--- config.mk ---
export PLATFORM = sky130hd
export DESIGN_NAME = pwm_period_base
export DESIGN_NICKNAME = d
export VERILOG_FILES = /design/src/rtl/pwm_period_pkg.sv /design/src/rtl/pwm_period_dp.sv /design/src/rtl/pwm_period_ctrl.sv /design/src/rtl/pwm_period_base.sv
export SDC_FILE = /design/constraint.sdc
export NUM_CORES = 1
export LEC_CHECK = 0
export BUFFER_PORTS_ARGS = -buffer_cell sky130_fd_sc_hd__buf_4
export CAP_MARGIN = 10
export CORE_MARGIN = 5
export CORE_UTILIZATION = 47
export DETAILED_ROUTE_END_ITERATION = 10
export GPL_ROUTABILITY_DRIVEN = 0
export PLACE_DENSITY_LB_ADDON = 0.1
export SETUP_SLACK_MARGIN = 0.02
export SLEW_MARGIN = 25
export SYNTH_ARGS = -nofsm -noshare
export SYNTH_HDL_FRONTEND = slang
export SYNTH_SLANG_ARGS = --single-unit
--- constraint.sdc ---
create_clock -name clk -period 2.57 [get_ports clk]
set_input_delay 0.257 -clock clk [delete_from_list [all_inputs] [get_ports clk]]
set_output_delay 0.257 -clock clk [all_outputs]
set_load 0.01 [all_outputs]
--- src/rtl/pwm_period_pkg.sv ---
package pwm_period_pkg;
  typedef struct packed {
    logic clear;
    logic load;
    logic take;
    logic stepUp;
    logic stepDown;
    logic centerNext;
  } pbStrobe_t;
endpackage

--- src/rtl/pwm_period_dp.sv ---
module pwm_period_dp
  import pwm_period_pkg::*;
#(
  parameter int CNT_W  = 12,
  parameter int BYTE_W = 8
) (
  input  logic              clk,
  input  logic              rstN,
  input  logic              wrHiEn,
  input  logic              wrLoEn,
  input  logic [BYTE_W-1:0] wrData,
  input  pbStrobe_t         st,
  output logic [BYTE_W-1:0] rdHi,
  output logic [BYTE_W-1:0] rdLo,
  output logic [CNT_W-1:0]  count,
  output logic [CNT_W-1:0]  activeMod,
  output logic [CNT_W-1:0]  bufMod
);
  localparam int HI_W = CNT_W - BYTE_W;
  localparam logic [CNT_W-1:0] ZERO = '0;
  localparam logic [CNT_W-1:0] ONE  = {{(CNT_W-1){1'b0}}, 1'b1};
  localparam logic [CNT_W-1:0] TOP  = '1;

  logic [CNT_W-1:0] nextMod;
  logic [CNT_W-1:0] startVal;

  // modulus buffer: deliberately without reset
  always_ff @(posedge clk) begin
    if (wrHiEn) bufMod[CNT_W-1:BYTE_W] <= wrData[HI_W-1:0];
    if (wrLoEn) bufMod[BYTE_W-1:0]     <= wrData;
  end

  assign rdHi = {{(BYTE_W-HI_W){1'b0}}, bufMod[CNT_W-1:BYTE_W]};
  assign rdLo = bufMod[BYTE_W-1:0];

  always_comb begin
    nextMod = st.take ? bufMod : activeMod;
    if (nextMod == ZERO)    startVal = TOP;
    else if (st.centerNext) startVal = ZERO;
    else                    startVal = ONE;
  end

  always_ff @(posedge clk) begin
    if (!rstN) begin
      count     <= ZERO;
      activeMod <= ZERO;
    end else begin
      if (st.clear)         count <= ZERO;
      else if (st.load)     count <= startVal;
      else if (st.stepUp)   count <= count + ONE;
      else if (st.stepDown) count <= count - ONE;
      if (st.take) activeMod <= bufMod;
    end
  end

  a_r1_low_byte_readback: assert property (@(posedge clk) disable iff (!rstN)
    wrLoEn |=> rdLo == $past(wrData));

  a_r2_mod_changes_only_on_take: assert property (@(posedge clk) disable iff (!rstN)
    (activeMod != $past(activeMod)) |-> $past(st.take));
endmodule

--- src/rtl/pwm_period_ctrl.sv ---
module pwm_period_ctrl
  import pwm_period_pkg::*;
#(
  parameter int CNT_W = 12
) (
  input  logic             clk,
  input  logic             rstN,
  input  logic             enable,
  input  logic             centerSel,
  input  logic             ldOkSet,
  input  logic [CNT_W-1:0] count,
  input  logic [CNT_W-1:0] activeMod,
  input  logic [CNT_W-1:0] bufMod,
  output pbStrobe_t        st,
  output logic             dirDown,
  output logic             loadStb,
  output logic             ldOkFlag
);
  localparam logic [CNT_W-1:0] ZERO = '0;
  localparam logic [CNT_W-1:0] ONE  = {{(CNT_W-1){1'b0}}, 1'b1};
  localparam logic [CNT_W-1:0] TOP  = '1;

  logic running, centerQ, dirQ, ldOkQ, loadStbQ;
  logic modZero, atEnd, nextModZero, reverse;

  assign modZero     = (activeMod == ZERO);
  assign nextModZero = st.take ? (bufMod == ZERO) : modZero;

  always_comb begin
    if (modZero)      atEnd = (count == ZERO);
    else if (centerQ) atEnd = (dirQ && count == ONE) ||
                              (!dirQ && count == activeMod && activeMod == ONE);
    else              atEnd = (count == activeMod);
  end

  always_comb begin
    st = '0;
    st.centerNext = centerSel;
    if (!enable)      st.clear = 1'b1;
    else if (!running) begin
      st.load = 1'b1;
      st.take = 1'b1;
    end else if (atEnd) begin
      st.load = 1'b1;
      st.take = ldOkQ;
    end else if (modZero || (centerQ && (dirQ || count == activeMod)))
      st.stepDown = 1'b1;
    else
      st.stepUp = 1'b1;
  end

  assign reverse = st.stepDown && centerQ && !dirQ && !modZero;

  always_ff @(posedge clk) begin
    if (!rstN) begin
      running  <= 1'b0;
      centerQ  <= 1'b0;
      dirQ     <= 1'b0;
      ldOkQ    <= 1'b0;
      loadStbQ <= 1'b0;
    end else begin
      running  <= enable;
      loadStbQ <= st.load;
      if (st.clear) dirQ <= 1'b0;
      else if (st.load) begin
        dirQ    <= nextModZero;
        centerQ <= centerSel;
      end else if (reverse) dirQ <= 1'b1;
      if (ldOkSet)      ldOkQ <= 1'b1;
      else if (st.take) ldOkQ <= 1'b0;
    end
  end

  assign dirDown  = dirQ;
  assign loadStb  = loadStbQ;
  assign ldOkFlag = ldOkQ;

  a_r3_edge_step: assert property (@(posedge clk) disable iff (!rstN)
    (running && enable && !centerQ && !modZero && count != activeMod)
    |=> count == $past(count) + ONE);

  a_r4_center_reverse: assert property (@(posedge clk) disable iff (!rstN)
    (running && enable && centerQ && !dirQ && !modZero && count == activeMod && activeMod != ONE)
    |=> dirDown && count == $past(count) - ONE);

  a_r5_load_start_value: assert property (@(posedge clk) disable iff (!rstN)
    loadStb |-> count == (modZero ? TOP : (centerQ ? ZERO : ONE)));

  a_r6_set_sticks: assert property (@(posedge clk) disable iff (!rstN)
    ldOkSet |=> ldOkFlag);

  a_r7_disabled_idle: assert property (@(posedge clk) disable iff (!rstN)
    !enable |=> count == ZERO && !loadStb && !dirDown);

  a_r9_zero_descends: assert property (@(posedge clk) disable iff (!rstN)
    (running && enable && modZero && count != ZERO)
    |=> count == $past(count) - ONE);
endmodule

--- src/rtl/pwm_period_base.sv ---
module pwm_period_base
  import pwm_period_pkg::*;
#(
  parameter int CNT_W  = 12,
  parameter int BYTE_W = 8
) (
  input  logic              clk,
  input  logic              rstN,
  input  logic              enable,
  input  logic              centerSel,
  input  logic              wrHiEn,
  input  logic              wrLoEn,
  input  logic [BYTE_W-1:0] wrData,
  input  logic              ldOkSet,
  output logic [BYTE_W-1:0] rdHi,
  output logic [BYTE_W-1:0] rdLo,
  output logic [CNT_W-1:0]  count,
  output logic              dirDown,
  output logic              loadStb,
  output logic [CNT_W-1:0]  activeMod,
  output logic              ldOkFlag
);
  pbStrobe_t        st;
  logic [CNT_W-1:0] bufMod;

  pwm_period_ctrl #(.CNT_W(CNT_W)) u_ctrl (
    .clk(clk), .rstN(rstN), .enable(enable), .centerSel(centerSel),
    .ldOkSet(ldOkSet), .count(count), .activeMod(activeMod), .bufMod(bufMod),
    .st(st), .dirDown(dirDown), .loadStb(loadStb), .ldOkFlag(ldOkFlag)
  );

  pwm_period_dp #(.CNT_W(CNT_W), .BYTE_W(BYTE_W)) u_dp (
    .clk(clk), .rstN(rstN), .wrHiEn(wrHiEn), .wrLoEn(wrLoEn), .wrData(wrData),
    .st(st), .rdHi(rdHi), .rdLo(rdLo), .count(count), .activeMod(activeMod),
    .bufMod(bufMod)
  );
endmodule

Word level (Yosys, flattened, before mapping)
Index checks and enable logic that the tools add are counted.
{"block": "word_totals", "reg_bits": 41, "in_bits": 15}
{"block": "op_classes", "n_addsub": 2, "eq_ne": 3, "mux": 20, "reduce_logical": 21}
{"op": "12-bit 2-to-1 mux", "count": 5}
{"op": "12-bit logical NOT", "count": 4}
{"op": "12-bit by 1-bit equality test with 1-bit output, second input constant", "count": 2}
{"op": "12-bit by 1-bit adder with 12-bit output, second input constant", "count": 1}
{"op": "12-bit equality test", "count": 1}
{"op": "12-bit by 1-bit subtractor with 12-bit output, second input constant", "count": 1}
{"op": "1-bit 2-to-1 mux", "count": 10}
{"op": "2-bit 2-to-1 mux", "count": 4}
{"op": "1-bit logical AND", "count": 7}
{"op": "4-bit 2-to-1 mux", "count": 1}
{"op": "2-bit AND reduction", "count": 2}
{"op": "2-bit nonzero test", "count": 2}
{"op": "1-bit logical OR", "count": 3}
{"op": "3-bit nonzero test", "count": 1}
{"op": "1-bit logical NOT", "count": 2}

Longest topological paths before layout
Gate-level depths: netlist (run 1).
{"block": "logic_depth", "ltp_word": 14, "ltp_mapped": 10}

By module
From an unflattened synthesis (run 1), not the netlist that was laid out.
{"block": "unflattened", "hier_cells": 272, "hier_area_um2": 2592.5}
{"module": "pwm_period_dp", "instances": 1, "cells_each": 204, "area_each_um2": 2058.2, "seq_area_each_um2": 840.8}
{"module": "pwm_period_ctrl", "instances": 1, "cells_each": 68, "area_each_um2": 534.3, "seq_area_each_um2": 100.1}

Least setup slack after synthesis (run 1)
OpenSTA, ideal clock, no wires.
{"block": "synth_path", "path_type": "register -> register", "from": "register u_dp.activeMod[10]", "to": "register u_dp.count[9]", "setup_ns": 0.120, "arrival_time_ns": 2.368, "slack_ns": 0.082, "stages_incl_launch_ff": 10, "path_buffers": 2, "cell_sequence": "dfxtp_1 > or4_4 > or4_4 > buf_6 > nand4_1 > o221ai_2 > o21ai_2 > nor3_4 > buf_6 > o21bai_2"}
{"block": "synth_between", "elab_chain_len": 13}
{"element": "from (decl)", "line_no": "pwm_period_dp.sv:16", "text": "output logic [CNT_W-1:0] activeMod,"}
{"element": "from (signal assigned)", "line_no": "pwm_period_dp.sv:52", "text": "if (st.take) activeMod <= bufMod;"}
{"element": "12-bit equality test", "line_no": "pwm_period_ctrl.sv:32, pwm_period_ctrl.sv:33, pwm_period_ctrl.sv:46"}
{"element": "1-bit logical AND (2 in series)", "line_no": "pwm_period_ctrl.sv:32", "text": "(!dirQ && count == activeMod && activeMod == ONE);"}
{"element": "1-bit logical OR", "line_no": "pwm_period_ctrl.sv:31", "text": "else if (centerQ) atEnd = (dirQ && count == ONE) ||"}
{"element": "1-bit 2-to-1 mux", "line_no": "pwm_period_ctrl.sv:31"}
{"element": "1-bit 2-to-1 mux", "line_no": "pwm_period_ctrl.sv:30", "text": "if (modZero) atEnd = (count == ZERO);"}
{"element": "2-bit 2-to-1 mux", "line_no": "pwm_period_ctrl.sv:43", "text": "end else if (atEnd) begin"}
{"element": "2-bit 2-to-1 mux", "line_no": "pwm_period_ctrl.sv:40", "text": "else if (!running) begin"}
{"element": "4-bit 2-to-1 mux", "line_no": "pwm_period_ctrl.sv:39", "text": "if (!enable) st.clear = 1'b1;"}
{"element": "12-bit 2-to-1 mux", "line_no": "pwm_period_dp.sv:37", "text": "nextMod = st.take ? bufMod : activeMod;"}
{"element": "12-bit logical NOT", "line_no": "pwm_period_dp.sv:38", "text": "if (nextMod == ZERO) startVal = TOP;"}
{"element": "12-bit 2-to-1 mux", "line_no": "pwm_period_dp.sv:38"}
{"element": "12-bit 2-to-1 mux", "line_no": "pwm_period_dp.sv:49", "text": "else if (st.load) count <= startVal;"}
{"element": "to (signal assigned)", "line_no": "pwm_period_dp.sv:49"}
{"element": "to (signal assigned)", "line_no": "pwm_period_dp.sv:50", "text": "else if (st.stepUp) count <= count + ONE;"}
{"element": "to (signal assigned)", "line_no": "pwm_period_dp.sv:51", "text": "else if (st.stepDown) count <= count - ONE;"}
{"element": "to (decl)", "line_no": "pwm_period_dp.sv:15", "text": "output logic [CNT_W-1:0] count,"}
Parallel ways exist; a longest one is shown, timed or not.
A chain may end at the register's enable or synchronous reset.

Worst setup path in the final report (run 1)
{"block": "layout_path", "from": "register u_dp.activeMod[7]", "to": "register u_dp.count[7]"}
Same word-level chain as after synthesis.

==> flow_summary.json, run 1 <==
{
  "outcome": "finished clean",
  "hold_violations": 0,
  "total_power_w": 0.00180,
  "initial_core_util": 0.475,
  "yosysTopAreaCellShare": 0.262,
  "timing.hold.ws_ns": 0.146,
  "ys_top_cells_by_area": "dfxtp_1, edfxtp_1, xor2_1, nand3_1, nand2_1",
  "grt_max_degree": 28,
  "syn_area_sq_um": 2210,
  "maxSlewHeadroom": 0.650,
  "wl_per_cell_microns": 15.4,
  "die_width_microns": 78.6,
  "tns_ns": 0,
  "dr.pass1.iters": 4,
  "first_global_vias": 1934,
  "start_kind": "register",
  "fin_skew_ns": 0.00315,
  "num_io_pins": 58,
  "powerDensity_nw_per_um2": 612,
  "maxCapViolations": 0,
  "clkLatencyLatePin_ns": 0.28,
  "layout-drive-gt1-share": 0.323,
  "timing.hold.worst.class": "in -> reg",
  "synth_cell_types": 50,
  "setup_violations": 0,
  "antenna_left": 0,
  "drc": 0,
  "layout_worst_path_cycle_share": 0.969,
  "synth-seq-area-share": 0.425,
  "fmax_ghz": 0.401,
  "ys_ff_latch": 41,
  "drtIter0Drc": 247,
  "async_flop_share": 0,
  "numClockSinks": 41,
  "core_area_sq_um": 4660,
  "antenna_found_initial": 0,
  "placed_area_sq_um": 2770,
  "clk_pin_slew_worst_paths_ns": 0.07,
  "ir_drop_mv": 0.402,
  "viasPerCell": 5.54,
  "fillers": 423,
  "cts_buffer_depth": 2,
  "cts_tree": "done",
  "vias": 2016,
  "netlist_instances": 242,
  "portBuffers": 53,
  "timing_max_transition_violations_final": 0,
  "worstSetupEndpointType": "register",
  "grt_pass1_wl_microns": 9240,
  "fin_crit_ns": 2.49,
  "arrival_ns": 2.67,
  "n_antenna_cell": 0,
  "ys_warn_count": 0,
  "syn_avg_cell_area_sq_um": 9.14,
  "track_usage": 0.191,
  "required_ns": 2.75,
  "htreeDepth": 2,
  "areaGrowthSynthToFinish_pct": 32.7,
  "critPathMaxFanout": 6,
  "die_area_sq_um": 6180,
  "grt_setup_unrepaired": "true",
  "root_buffer": "clkbuf_8",
  "synth_area_leader_cell": "dfxtp_1",
  "synth_ff_type": "dfxtp_1",
  "num_rows": 25,
  "cts_made_buffers": 5,
  "grt-ovfl-total": 0,
  "worstMarginPinSlew_ns": 0.520,
  "final_cell_area_sq_um": 2940,
  "fin_util": 0.630,
  "chipHeight_microns": 78.6,
  "fin_nets": 327,
  "routed_wirelength_microns": 5620,
  "synth_edf_count": 12,
  "leakagePower_nw": 1.36,
  "post-dp-hpwl_microns": 4390,
  "critPathKind": "reg -> reg"
}
[state kept, by name (all words and copies together), names as in the netlist]
register / count
u_ctrl.running: 1
u_dp.activeMod: 12
u_ctrl.dirDown: 1
u_dp.bufMod: 12
u_ctrl.ldOkFlag: 1
u_ctrl.loadStb: 1
u_dp.count: 12
u_ctrl.centerQ: 1
[cells in the mapped netlist (2+ instances only)]
| cell | instances |
|---|---|
| a211oi_1 | 3 |
| a21o_1 | 10 |
| a21oi_1 | 6 |
| a31oi_1 | 3 |
| and3_1 | 3 |
| and4_1 | 2 |
| buf_2 | 3 |
| buf_4 | 4 |
| buf_6 | 2 |
| clkbuf_1 | 12 |
| dfxtp_1 | 29 |
| edfxtp_1 | 12 |
| ha_1 | 3 |
| inv_1 | 7 |
| mux2i_1 | 2 |
| nand2_1 | 23 |
| nand3_1 | 21 |
| nand4_1 | 2 |
| nor2_1 | 7 |
| nor2b_1 | 4 |
| nor3_1 | 7 |
| nor4_1 | 10 |
| nor4b_1 | 2 |
| o21ai_0 | 3 |
| o21ai_1 | 15 |
| or4_1 | 2 |
| or4_4 | 2 |
| xnor2_1 | 8 |
| xor2_1 | 14 |
[per-layer routing]
metal	GRT usage	up-vias	part of all wire
li1	-	1009	-
met1	0.239	935	0.42
met2	0.318	63	0.49
met3	0.0505	9	0.076
met4	0.0647	0	0.020
met5	0	-	0
[worst max-delay path: stages (launching register included)]
cell and delay [ns]:
dfxtp_4 0.35, or4_4 0.57, or4_4 0.56, and4_2 0.30, a21oi_1 0.21, nor2_1 0.09, xnor2_1 0.14, a21o_1 0.17
[cell type report]
| cell class | count | area [sq um] | share of cell area |
|---|---|---|---|
| Clock buffer | 6 | 72.6 | 0.0247 |
| Clock inverter | 2 | 38.8 | 0.0132 |
| Inverter | 7 | 26.3 | 0.00895 |
| Multi-Input combinational cell | 177 | 1180 | 0.403 |
| Sequential cell | 41 | 945 | 0.322 |
| Tap cell | 54 | 67.6 | 0.0230 |
| Timing Repair Buffer | 77 | 603 | 0.205 |
[power breakdown]
part | leakage, nW | total (W) | internal (W) | switching (W)
combinational | 0.951 | 0.000535 | 0.000257 | 0.000278
clock | 0.0554 | 0.000505 | 0.000291 | 0.000213
sequential | 0.356 | 0.000757 | 0.000713 | 0.0000449
[placed cells by master, fill, tap and decap left out, types with 2 or more instances in the layout]
| master | n |
|---|---|
| a211oi_1 | 2 |
| a21o_1 | 10 |
| a21oi_1 | 6 |
| a31oi_1 | 3 |
| and3_1 | 3 |
| buf_12 | 2 |
| buf_4 | 75 |
| clkbuf_8 | 5 |
| conb_1 | 4 |
| dfxtp_1 | 28 |
| edfxtp_1 | 12 |
| ha_1 | 3 |
| inv_1 | 7 |
| mux2i_1 | 2 |
| nand2_1 | 23 |
| nand3_1 | 21 |
| nand4_1 | 2 |
| nor2_1 | 7 |
| nor2b_1 | 4 |
| nor3_1 | 7 |
| nor4_1 | 10 |
| nor4b_1 | 2 |
| o21ai_0 | 3 |
| o21ai_1 | 15 |
| or4_4 | 4 |
| xnor2_1 | 8 |
| xor2_1 | 14 |
[repair_timing]
item	CTS	global route
hold buffers	0	0
gates resized for setup	0	8
setup endpoints to repair	0	15
setup buffers	0	2
[path summary, 6_finish.rpt]
path	start	to	slack [ns]	depth (start not counted)
setup / recovery	u_dp.activeMod[7]$_SDFF_PN0_	u_dp.count[7]$_SDFFE_PN0P_	0.08	7
hold / removal	wrData[4]	u_dp.bufMod[4]$_DFFE_PP_	0.15	1
setup reg to reg	u_dp.activeMod[7]$_SDFF_PN0_	u_dp.count[7]$_SDFFE_PN0P_	0.08	7
hold reg to reg	u_dp.activeMod[7]$_SDFF_PN0_	u_dp.activeMod[7]$_SDFF_PN0_	0.49	2
[stage by stage]
stage	std cells	setup slack (ns)
floorplan	245	0.0824
global placement	353	0.120
detailed placement	353	0.0753
CTS	361	0.0726
global route	364	-0.0396
finish	364	0.0788
[logic make-up (layout without fill, tap and decap cells)]
family | Yosys count | in the layout | synth area share
compound gates | 53 | 53 | 0.163
xor+xnor | 22 | 22 | 0.0871
fa+ha+maj | 3 | 3 | 0.0170
buf+inv | 28 | 92 | 0.0628
flops | 41 | 41 | 0.425
mux | 2 | 2 | 0.00905
other cells | 1 | 4 | 0.00170
simple gates | 92 | 93 | 0.234
(Power assumes the default switching activity.)
==> inputs of run 2 (changes only) <==
--- a/config.mk
+++ b/config.mk
@@ -12,8 +12,10 @@
 export DETAILED_ROUTE_END_ITERATION = 10
 export GPL_ROUTABILITY_DRIVEN = 0
 export PLACE_DENSITY_LB_ADDON = 0.1
+export RECOVER_POWER = 100
 export SETUP_SLACK_MARGIN = 0.02
 export SLEW_MARGIN = 25
 export SYNTH_ARGS = -nofsm -noshare
 export SYNTH_HDL_FRONTEND = slang
 export SYNTH_SLANG_ARGS = --single-unit
+export TNS_END_PERCENT = 5
==> flow_summary.json, run 2 (synthesis results as in run 1) <==
{
  "post-dp-hpwl_microns": 4390,
  "drc": 0,
  "antenna_left": 0,
  "chipHeight_microns": 78.6,
  "grt-ovfl-total": 0,
  "layout_worst_path_cycle_share": 0.968,
  "power.net_switching_w": 0.000535,
  "hold_violations": 0,
  "n_antenna_cell": 0,
  "ir_drop_mv": 0.392,
  "maxSlewHeadroom": 0.287,
  "track_usage": 0.191,
  "grt-busiest-layer": "met2",
  "combinationalPowerShare": 0.288,
  "internal_power_w": 0.00124,
  "hp-start": "wrData[5]",
  "dr.pass1.iters": 4,
  "cp_cell_sequence": "or4_4, or4_4, and4_2, a21oi_1, nor2_1, xnor2_1, a21o_1",
  "ctsHoldBuffers": 0,
  "worstHoldPathCells": 1,
  "worstSetupEndpointType": "register",
  "r2r-start": "u_dp.activeMod[7]$_SDFF_PN0_",
  "clk_pin_slew_worst_paths_ns": 0.07,
  "wl_per_cell_microns": 15.4,
  "fmax_ghz": 0.402,
  "mostFrequentLayoutCells": "buf_4, clkbuf_1, dfxtp_1",
  "fin_nets": 327,
  "cts_made_buffers": 5,
  "final_cell_area_sq_um": 2830,
  "grt_use_met2": 0.318,
  "final_common_cell": "buf_4",
  "timing_max_transition_violations_final": 0,
  "gr-usage-met1": 0.239,
  "grt_use_met3": 0.0505,
  "antenna_found_initial": 0,
  "cpPeakStageDelay_ns": 0.56,
  "drtIter0Drc": 214,
  "fin_skew_ns": 0.00334,
  "clkLatencyLatePin_ns": 0.28,
  "numClockSinks": 41,
  "cts_tree": "done",
  "sw_frac_of_total": 0.302,
  "portBuffers": 53,
  "r2r_end": "u_dp.count[7]$_SDFFE_PN0P_",
  "layout-drive-gt1-share": 0.232,
  "powerDensity_nw_per_um2": 626,
  "die_area_sq_um": 6180,
  "path_delay_family": "simple AND/OR/NAND/NOR gates",
  "maxCapViolations": 0,
  "core_area_sq_um": 4660,
  "crit_path_frequent_cell": "or4_4",
  "clkPwrFrac": 0.284,
  "slowest_stage": "or4_4",
  "start_kind": "register",
  "initial_core_util": 0.475,
  "root_buffer": "clkbuf_8",
  "htreeDepth": 2,
  "rrSetupSlack_ns": 0.08,
  "num_rows": 25,
  "grt_pass1_wl_microns": 9240,
  "areaGrowthSynthToFinish_pct": 28.0,
  "timing.hold.worst.class": "in -> reg",
  "critPathMaxFanout": 6,
  "fin_crit_ns": 2.49,
  "worstSetupPathDepth": 7,
  "critPathKind": "reg -> reg",
  "vias": 2026,
  "setup_violations": 0,
  "setup_ws_ns": 0.0824,
  "placed_area_sq_um": 2770,
  "holdPathEnd": "u_dp.bufMod[5]$_DFFE_PP_",
  "seq_power_share": 0.427,
  "leakagePower_nw": 1.25,
  "viasPerCell": 5.57,
  "cts_buffer_depth": 2,
  "total_power_w": 0.00177,
  "fin_util": 0.608,
  "reg.largest.list": "u_dp.activeMod x12, u_dp.bufMod x12, u_dp.count x12",
  "grt_setup_unrepaired": "true",
  "outcome": "finished clean",
  "dp_slack_ns": 0.0753,
  "first_global_vias": 1934,
  "num_io_pins": 58,
  "worstRegToRegCells": 7,
  "path_buf_inv": 0,
  "grt_max_degree": 28,
  "arrival_ns": 2.67,
  "required_ns": 2.75,
  "die_width_microns": 78.6,
  "worstMarginPinSlew_ns": 1.07,
  "routed_wirelength_microns": 5610
}
-- run 2: cell count changes in the layout (fill, tap and decap cells not counted), sizes merged --
cell / change
buf: -35
clkbuf: +35
-- run 2: worst max path at each step --
stage | start | to | slack (ns)
floorplan | u_dp.activeMod[10]$_SDFF_PN0_ | u_dp.count[9]$_SDFFE_PN0P_ | 0.08
global placement | u_dp.activeMod[4]$_SDFF_PN0_ | u_dp.count[8]$_SDFFE_PN0P_ | 0.12
detailed placement | u_dp.activeMod[4]$_SDFF_PN0_ | u_dp.count[8]$_SDFFE_PN0P_ | 0.08
CTS | u_dp.activeMod[4]$_SDFF_PN0_ | u_dp.count[8]$_SDFFE_PN0P_ | 0.07
global route | u_dp.activeMod[7]$_SDFF_PN0_ | u_ctrl.centerQ$_SDFFE_PN0P_ | -0.04
finish | u_dp.activeMod[7]$_SDFF_PN0_ | u_dp.count[7]$_SDFFE_PN0P_ | 0.08
-- run 2: cell type report --
type                            instances  area (sq um)
Clock buffer                            6          72.6
Clock inverter                          2          38.8
Inverter                                7          26.3
Fill cell                             443          1830
Sequential cell                        41           945
Timing Repair Buffer                   77           498
Tap cell                               54          67.6
Multi-Input combinational cell        177          1180
-- run 2: stage by stage --
stage	instances	hold slack (ns)	TNS, ns
2_1_floorplan	245	0.356	0
5_1_grt	364	0.148	-0.290
3_3_place_gp	353	0.435	0
4_1_cts	361	0.135	0
3_5_place_dp	353	0.437	0
6_report	364	0.169	0
-- run 2: repair_timing --
action | CTS | global route
buffers inserted | 0 | 2
endpoints found under the setup margin | 0 | 15
resized for setup | 0 | 8
-- run 2: layer usage --
layer,vias up,share of wire
met5,-,0
met4,0,0.020
met3,9,0.069
met2,62,0.49
met1,942,0.42
li1,1013,-
-- run 2: power groups by stage --
stage / Clock (W) / Sequential (W) / Combinational (W)
2_1_floorplan: 0 / 0.000788 / 0.000304
3_3_place_gp: 0 / 0.000772 / 0.000499
3_5_place_dp: 0 / 0.000772 / 0.000500
4_1_cts: 0.000517 / 0.000757 / 0.000503
5_1_grt: 0.000554 / 0.000764 / 0.000564
6_report: 0.000504 / 0.000757 / 0.000511
==> inputs of run 3 (changes only) <==
--- a/config.mk
+++ b/config.mk
@@ -5,10 +5,11 @@
 export SDC_FILE = /design/constraint.sdc
 export NUM_CORES = 1
 export LEC_CHECK = 0
+export ABC_AREA = 1
 export BUFFER_PORTS_ARGS = -buffer_cell sky130_fd_sc_hd__buf_4
 export CAP_MARGIN = 10
 export CORE_MARGIN = 5
-export CORE_UTILIZATION = 47
+export CORE_UTILIZATION = 49
 export DETAILED_ROUTE_END_ITERATION = 10
 export GPL_ROUTABILITY_DRIVEN = 0
 export PLACE_DENSITY_LB_ADDON = 0.1
==> flow_summary.json, run 3 <==
{
  "ys_top_cells_by_area": "dfxtp_1, edfxtp_1, nand2_1, xor2_1, nor2_1",
  "start_kind": "register",
  "path_buf_inv": 3,
  "synth_cell_types": 32,
  "post-dp-hpwl_microns": 5210,
  "core_area_sq_um": 5070,
  "synth_ff_type": "dfxtp_1",
  "netlist_instances": 345,
  "cp_cell_sequence": "inv_2, ha_1, inv_1, nor4_1, a21boi_2, nand2_4, nand2_1, inv_2, nand2_2, a21oi_1",
  "syn_avg_cell_area_sq_um": 7.33,
  "timing_max_transition_violations_final": 0,
  "r2r-start": "u_dp.count[0]$_SDFFE_PN0P_",
  "routed_wirelength_microns": 6680,
  "cp-startpoint": "u_dp.count[0]$_SDFFE_PN0P_",
  "r2r_end": "u_dp.count[4]$_SDFFE_PN0P_",
  "clkLatencyLatePin_ns": 0.31,
  "reg.largest.list": "u_dp.activeMod x12, u_dp.bufMod x12, u_dp.count x12",
  "fin_util": 0.565,
  "grt_pass1_wl_microns": 11100,
  "vias": 2392,
  "ir_drop_mv": 0.372,
  "leakagePower_nw": 1.29,
  "timing.hold.worst.class": "in -> reg",
  "num_rows": 26,
  "tns_ns": 0,
  "critPathMaxFanout": 11,
  "synthMuxAreaShare": 0,
  "numClockSinks": 41,
  "fillers": 546,
  "hold_violations": 0,
  "root_buffer": "clkbuf_8",
  "yosysTopAreaCellShare": 0.230,
  "clk_pin_slew_worst_paths_ns": 0.09,
  "synth_edf_count": 12,
  "synth_top_family_by_area": "simple AND/OR/NAND/NOR gates",
  "areaGrowthSynthToFinish_pct": 13.4,
  "mostFrequentLayoutCells": "nand2_1, clkbuf_1, nor2_1",
  "chipHeight_microns": 81.8,
  "stdcell_count": 467,
  "yosys.area_share.adder": 0.0148,
  "crit_end": "u_dp.count[4]$_SDFFE_PN0P_",
  "slowest_stage": "dfxtp_1",
  "grt_setup_unrepaired": "true",
  "worstSetupEndpointType": "register",
  "crit_path_frequent_cell": "inv_2",
  "rrSetupSlack_ns": 0.20,
  "dp.cells": 459,
  "fin_nets": 414,
  "ys_ff_latch": 41,
  "cts_buffer_depth": 2,
  "syn_area_sq_um": 2530,
  "required_ns": 2.81,
  "worstSetupPathDepth": 10,
  "fmax_ghz": 0.421,
  "initial_core_util": 0.498,
  "die_width_microns": 81.8,
  "portBuffers": 53,
  "cts_made_buffers": 5,
  "arrival_ns": 2.61,
  "layout_worst_path_cycle_share": 0.923,
  "viasPerCell": 5.12,
  "outcome": "finished clean",
  "num_io_pins": 58,
  "final_common_cell": "nand2_1",
  "antenna_left": 0,
  "htreeDepth": 2,
  "seq_area_sq_um": 941,
  "worstRegToRegCells": 10,
  "yosysMostFrequentCell": "nand2_1",
  "wl_per_cell_microns": 14.3,
  "grt_max_degree": 25,
  "synth_xor_area_frac": 0.0762,
  "n_antenna_cell": 0,
  "ctsHoldBuffers": 0,
  "synth_compound_area_frac": 0.102,
  "antenna_found_initial": 0,
  "yosys.area_share.simple": 0.320,
  "multi_input_area_sq_um": 1290,
  "critPathKind": "reg -> reg",
  "die_area_sq_um": 6700,
  "setup_violations": 0,
  "synth_area_leader_cell": "dfxtp_1",
  "layout-drive-gt1-share": 0.126,
  "timing.hold.ws_ns": 0.140,
  "drc": 0,
  "maxSlewHeadroom": 0.602,
  "fin_crit_ns": 2.37,
  "worstMarginPinSlew_ns": 0.596,
  "cts_tree": "done",
  "worstHoldPathCells": 1,
  "drtIter0Drc": 178,
  "fin_skew_ns": 0.00795,
  "maxCapViolations": 0,
  "cpPeakStageDelay_ns": 0.45,
  "ys_warn_count": 0,
  "async_flop_share": 0,
  "grt-ovfl-total": 0,
  "synth-seq-area-share": 0.372,
  "netlist_top_cells_count": "nand2_1, nor2_1, inv_1, dfxtp_1, xor2_1",
  "dr.pass1.iters": 4,
  "track_usage": 0.216,
  "first_global_vias": 2315,
  "powerDensity_nw_per_um2": 622,
  "path_delay_family": "simple AND/OR/NAND/NOR gates"
}
run 3: cell count changes after synthesis, sizes merged, moves of 8 or more:
cell and change:
clkbuf -9, nand2 +78, a21oi +10, a21o -10, buf +8, nand4 +12, o21ai -17, inv +34
nor2 +36
run 3: final cells by class:
cell class / count / area share
clock buffer: 5 / 0.0240
clock inverter: 3 / 0.0100
inverter: 41 / 0.0537
multi-input combinational: 246 / 0.450
sequential: 41 / 0.328
tap: 70 / 0.0306
timing repair buffer: 61 / 0.103
run 3: worst min-delay path by stage:
| stage | from | endpoint | slack, ns |
|---|---|---|---|
| after floorplan | wrData[0] | u_dp.bufMod[0]$_DFFE_PP_ | 0.36 |
| after global placement | wrData[7] | u_dp.bufMod[7]$_DFFE_PP_ | 0.44 |
| after detailed placement | wrData[5] | u_dp.bufMod[5]$_DFFE_PP_ | 0.44 |
| after CTS | wrData[6] | u_dp.bufMod[6]$_DFFE_PP_ | 0.11 |
| after global routing | wrData[7] | u_dp.bufMod[7]$_DFFE_PP_ | 0.12 |
| final | wrData[6] | u_dp.bufMod[6]$_DFFE_PP_ | 0.14 |
run 3: timing repair:
item / CTS / global route
setup endpoints to repair: 0 / 3
setup buffers: 0 / 0
gates resized for setup: 0 / 1
run 3: through the flow:
| stage | power [W] | setup slack, ns | area (sq um) |
|---|---|---|---|
| 3_5_place_dp | 0.00137 | 0.245 | 2950 |
| 3_3_place_gp | 0.00136 | 0.321 | 2950 |
| 4_1_cts | 0.00184 | 0.236 | 3050 |
| 2_1_floorplan | 0.00118 | 0.604 | 2540 |
| 6_report | 0.00178 | 0.197 | 2870 |
| 5_1_grt | 0.00190 | 0.0196 | 2870 |
run 3: report_power, final:
group          switching, W  internal, W
Combinational      0.000330     0.000189
Clock              0.000270     0.000205
Sequential        0.0000680     0.000720
Total              0.000668      0.00111
run 3: cells by family after synthesis:
family | count (synthesis)
other | 1
buffers and inverters | 61
AO/OA/AOI/OAI | 32
flip-flops | 41
AND/OR/NAND/NOR | 185
adder cells (fa/ha/maj) | 3
XOR/XNOR | 22
run 3: metal layers:
metal  vias to the layer above  share of wire  global-route usage
met3                        13          0.064              0.0471
met2                        77           0.47               0.368
met1                      1102           0.45               0.272
met5                         -              0                   0
met4                         0          0.017              0.0648
li1                       1200              -                   -
